**src/rtl/radicand_normaliser.sv**
```systemverilog
module radicand_normaliser #(
  parameter int W         = 12,
  parameter int LAT_FRONT = 1,
  parameter int LAT_BACK  = 1,
  parameter int PW        = W + (W % 2),
  parameter int FRAC_W    = PW / 2,
  parameter int SW        = $clog2(PW + 1)
) (
  input  logic                   clk,
  input  logic                   rst,
  input  logic                   rad_valid,
  input  logic [W-1:0]           rad_in,
  output logic                   norm_valid,
  output logic [PW-1:0]          norm_value,
  output logic [SW-1:0]          norm_shift,
  input  logic                   root_valid,
  input  logic [PW/2+FRAC_W-1:0] root_in,
  input  logic [SW-1:0]          root_shift,
  output logic                   out_valid,
  output logic [PW/2-1:0]        out_int,
  output logic [FRAC_W-1:0]      out_frac
);
  localparam int HW = PW / 2;
  localparam int RW = HW + FRAC_W;

  logic [PW-1:0] padded;
  logic [SW-1:0] lz, shift_c;
  logic          found;
  logic [PW-1:0] value_c;
  logic [RW-1:0] root_sh;

  assign padded = PW'(rad_in);

  always_comb begin
    lz    = '0;
    found = 1'b0;
    for (int i = PW - 1; i >= 0; i--) begin
      if (!found) begin
        if (padded[i]) found = 1'b1;
        else           lz    = lz + SW'(1);
      end
    end
  end

  assign shift_c = found ? {lz[SW-1:1], 1'b0} : '0;
  assign value_c = padded << shift_c;
  assign root_sh = root_in >> root_shift[SW-1:1];

  generate
    if (LAT_FRONT == 0) begin : g_front_comb
      assign norm_valid = rad_valid;
      assign norm_value = value_c;
      assign norm_shift = shift_c;
    end else begin : g_front_reg
      always_ff @(posedge clk or posedge rst) begin
        if (rst) begin
          norm_valid <= 1'b0;
          norm_value <= '0;
          norm_shift <= '0;
        end else begin
          norm_valid <= rad_valid;
          if (rad_valid) begin
            norm_value <= value_c;
            norm_shift <= shift_c;
          end
        end
      end

      front_delay_chk: assert property (@(posedge clk) disable iff (rst)
        1'b1 |=> norm_valid == $past(rad_valid));
    end

    if (LAT_BACK == 0) begin : g_back_comb
      assign out_valid = root_valid;
      assign out_int   = root_sh[RW-1:FRAC_W];
      assign out_frac  = root_sh[FRAC_W-1:0];
    end else begin : g_back_reg
      always_ff @(posedge clk or posedge rst) begin
        if (rst) begin
          out_valid <= 1'b0;
          out_int   <= '0;
          out_frac  <= '0;
        end else begin
          out_valid <= root_valid;
          if (root_valid) begin
            out_int  <= root_sh[RW-1:FRAC_W];
            out_frac <= root_sh[FRAC_W-1:0];
          end
        end
      end

      back_delay_chk: assert property (@(posedge clk) disable iff (rst)
        1'b1 |=> out_valid == $past(root_valid));
    end
  endgenerate


  even_shift_chk: assert property (@(posedge clk) disable iff (rst)
    norm_valid |-> !norm_shift[0]);


  top_bits_chk: assert property (@(posedge clk) disable iff (rst)
    (norm_valid && norm_value != '0) |-> norm_value[PW-1:PW-2] != 2'b00);


  zero_pass_chk: assert property (@(posedge clk) disable iff (rst)
    (norm_valid && norm_value == '0) |-> norm_shift == '0);


  shift_range_chk: assert property (@(posedge clk) disable iff (rst)
    norm_valid |-> norm_shift <= SW'(PW - 2));
endmodule

```
**config.mk**
```make
export PLATFORM = sky130hd
export DESIGN_NAME = radicand_normaliser
export DESIGN_NICKNAME = d
export VERILOG_FILES = /design/src/rtl/radicand_normaliser.sv
export SDC_FILE = /design/constraint.sdc
export NUM_CORES = 1
export LEC_CHECK = 0
export BUFFER_PORTS_ARGS = -buffer_cell sky130_fd_sc_hd__buf_2
export CAP_MARGIN = 15
export CORE_UTILIZATION = 39
export DETAILED_ROUTE_END_ITERATION = 10
export PLACE_DENSITY = 0.68
export SETUP_SLACK_MARGIN = 0.3
export SLEW_MARGIN = 20
export SYNTH_ARGS = -nofsm -noshare
export SYNTH_HDL_FRONTEND = slang
export SYNTH_SLANG_ARGS = --single-unit
```
**constraint.sdc**
```tcl
create_clock -name clk -period 0.9 [get_ports clk]
set_input_delay 0.225 -clock clk [delete_from_list [all_inputs] [get_ports clk]]
set_output_delay 0.225 -clock clk [all_outputs]
set_load 0.01 [all_outputs]
```
==> flow_metrics.py <==
metrics = {
    "run_status": {
        "outcome": "finished, violations left",
        "violations": "negative hold slack, negative setup slack",
    },
    "job": {
        "drv_cap": 0,
    },
    "logic_synthesis": {
        "yosysTopAreaCell": "dfrtp_1",
        "ys_seq_area_frac": 0.3135,
        "synth_flop_cell": "dfrtp_1",
        "synth_area_sq_um": 2315,
        "synthSimpleGateAreaFrac": 0.1984,
        "synth_top_family_by_area": "simple AND/OR/NAND/NOR gates",
        "synth_top_area_share": 0.3135,
        "synthMuxAreaShare": 0.1892,
        "synthTopCellsByArea": "dfrtp_1 (31%), mux2i_1 (9.1%), mux4_2 (5.8%), nor2_1 (4.4%), a21oi_1 (4.1%)",
        "yosysMostFrequentCell": "dfrtp_1",
        "synth_compound_area_frac": 0.1746,
        "async_flop_share": 1.000,
        "yosys_warnings": 0,
        "synth-edff-count": 0,
        "yosysUniqueCellTypes": 52,
        "synthXorXnorAreaFrac": 0.01459,
        "syn_nets": 303,
        "synth-seq-cells": 29,
        "synth_commonest_cells": "dfrtp_1 (29), nor2_1 (27), mux2i_1 (21), inv_1 (20), a21oi_1 (19)",
        "yosys.area_share.adder": 0.03784,
        "avgSynthCellArea_sq_um": 8.768,
        "postSynthCellCount": 264,
    },
    "floorplanning": {
        "rows": 27,
        "initial_core_util": 0.4128,
        "die-area_sq_um": 6247,
        "fp.dieH_um": 79.04,
        "fp.dieW_um": 79.04,
        "io_pins": 62,
        "core_area_sq_um": 5608,
    },
    "global_routing": {
        "grt_max_degree": 30,
        "overflow": 0,
        "grtUsageTotal": 0.2472,
        "antenna_found_initial": 0,
        "grt_pass1_wl_mm": 11.99,
        "grt_pass1_vias": 2631,
    },
    "detailed_routing": {
        "drt-pass1-iter-count": 4,
        "num_vias": 2704,
        "routedWlPerCell_um": 15.89,
        "drt-initial-drc-count": 163,
        "ant_nets": 0,
        "drc": 0,
        "vias_per_cell": 5.312,
        "wl_mm": 8.087,
    },
    "sta": {
        "finalCritPeriodShare": 4.344,
        "layout_min_cycle_time_ps": 3909,
        "clock_skew_ps": 0,
        "tns_ps": -47180,
        "rsz0062_at_grt": "yes",
        "hold-worst-slack_ps": -53.06,
        "worst_slack_ps": -3009,
        "fmax_ghz": 0.2558,
        "hold_viol_final": 29,
        "drv_slew": 0,
        "setup_viol": 51,
    },
    "critical_path": {
        "crit_path_end_kind": "flip-flop",
        "cp.required_ps": 1070,
        "critPathMaxStageDelay_ps": 410,
        "cp_max_fo": 6,
        "path_buf_inv": 5,
        "crit_family": "simple AND/OR/NAND/NOR gates",
        "crit_path_frequent_cell": "ha_4",
        "critPathLaunchType": "primary input",
        "cp.arrival_ps": 4080,
        "path_class": "primary input to flip-flop",
        "worst_path_max_delay_cell": "or3_4",
    },
    "cells_and_area": {
        "synthToLayoutAreaGrowth_pct": 81.24,
        "nets": 475,
        "layout-drive-gt1-share": 0.6087,
        "multi_input_area_sq_um": 1813,
        "utilization": 0.7481,
        "stdcell_count": 509,
        "final-seq-area_sq_um": 725.7,
        "design_area_sq_um": 4195,
        "n_fill_cell": 361,
        "antennaDiodeCount": 0,
    },
    "power": {
        "p_per_area_nw_per_um2": 1133,
        "ir_drop_mv": 1.237,
        "p_total_mw": 4.755,
        "power.leakage_nw": 2.014,
    },
    "clock_tree": {
        "worstSkewPairLatency_ps": 280,
        "htree_levels": 2,
        "clock_sinks": 29,
        "cts_inserted_buffers": 5,
        "clkTransAtPathRegs_ps": 70,
        "cts_buffer_depth": 2,
        "clockRootBuffer": "clkbuf_8",
        "cts_tree": "built",
    },
    "min_path": {
        "hp-class": "primary input to asynchronous set/reset pin",
    },
    "placement": {
        "dp_worst_setup_slack_ps": -3496,
        "io_buffer_count": 59,
        "place_congestion": 0.9441,
        "place_hpwl_mm": 4.991,
        "placed_cell_area_sq_um": 3257,
        "place_inst": 446,
    },
}
-- layout by cell type, fill, tap and decap left out, types with 3 or more instances in the layout --
| cell type | count |
|---|---|
| o22ai_2 | 5 |
| mux4_2 | 6 |
| dfrtp_1 | 29 |
| nor2_1 | 22 |
| a21oi_1 | 11 |
| a211oi_2 | 3 |
| nor2b_1 | 5 |
| buf_6 | 13 |
| ha_4 | 5 |
| nand3_1 | 6 |
| nor2_2 | 3 |
| mux2i_1 | 14 |
| o21ai_2 | 5 |
| and3_1 | 3 |
| mux2i_2 | 3 |
| mux2i_4 | 5 |
| nand3b_1 | 3 |
| a21oi_2 | 7 |
| buf_4 | 110 |
| o22ai_1 | 6 |
| inv_1 | 17 |
| o21ai_0 | 5 |
| buf_2 | 52 |
| nor3_2 | 4 |
| nand2_1 | 14 |
| clkbuf_8 | 6 |
| mux2_4 | 6 |
| nand2b_1 | 8 |
| and2_1 | 3 |
-- worst reg2reg max path: cells and delay by family, from the launching register on --
kind	cells	cell delay (ps)
buf+inv	2	220
flops	1	390
mux	1	260
-- layout make-up --
class,count,area share
clock buffer,6,0.01968
clock inverter,2,0.008947
inverter,20,0.01939
multi-input combinational,198,0.4322
sequential,29,0.1730
tap,72,0.02147
timing repair buffer,182,0.3254
-- cells by family (layout without fill, tap and decap cells) --
| kind of cell | Yosys count | in the layout |
|---|---|---|
| buffers and inverters | 37 | 210 |
| muxes | 35 | 35 |
| xor gates and xnor gates | 3 | 3 |
| other | 1 | 1 |
| adders and majority gates | 7 | 7 |
| and+or+nand+nor | 88 | 88 |
| DFF | 29 | 29 |
| AOI/OAI and AO/OA | 64 | 64 |
-- state kept, by name, indices dropped and copies added (netlist names) --
register,flops
norm_shift,3
norm_valid,1
norm_value,12
out_frac,6
out_int,6
out_valid,1
-- worst paths after layout --
| check | depth (start not counted) | end | slack [ps] | start |
|---|---|---|---|---|
| max | 26 | norm_value[10]$_DFFE_PP0P_ | -3010 | rad_in[10] |
| min | 3 | out_valid$_DFF_PP0_ | -50 | rst |
| max reg2reg | 3 | out_int[5]$_DFFE_PP0P_ | -70 | out_int[5]$_DFFE_PP0P_ |
| min reg2reg | 1 | norm_shift[3]$_DFFE_PP0P_ | 490 | norm_shift[3]$_DFFE_PP0P_ |
| max in group asynchronous | 3 | norm_value[1]$_DFFE_PP0P_ | 790 | rst |
| min in group clk | 2 | out_int[1]$_DFFE_PP0P_ | 220 | root_valid |
-- timing repair --
action	CTS	global route
endpoints found under the setup margin	56	56
resized for setup	51	33
hold endpoints to repair	29	29
gates cloned	1	0
pin swaps	21	21
setup buffers	35	19
-- where the power goes --
group	switching, mW	total [mW]	internal (mW)
logic	0.826	1.83	1.00
registers	0.0764	1.51	1.43
clock network	0.518	1.42	0.899
-- layer usage --
metal,vias up,global-route usage,routed length (um)
li1,1296,-,-
met1,1263,0.2938,3270
met2,119,0.4336,4127
met3,26,0.04598,468
met4,0,0.1055,221
met5,-,0,0
Power figures use the tool's default switching activity.
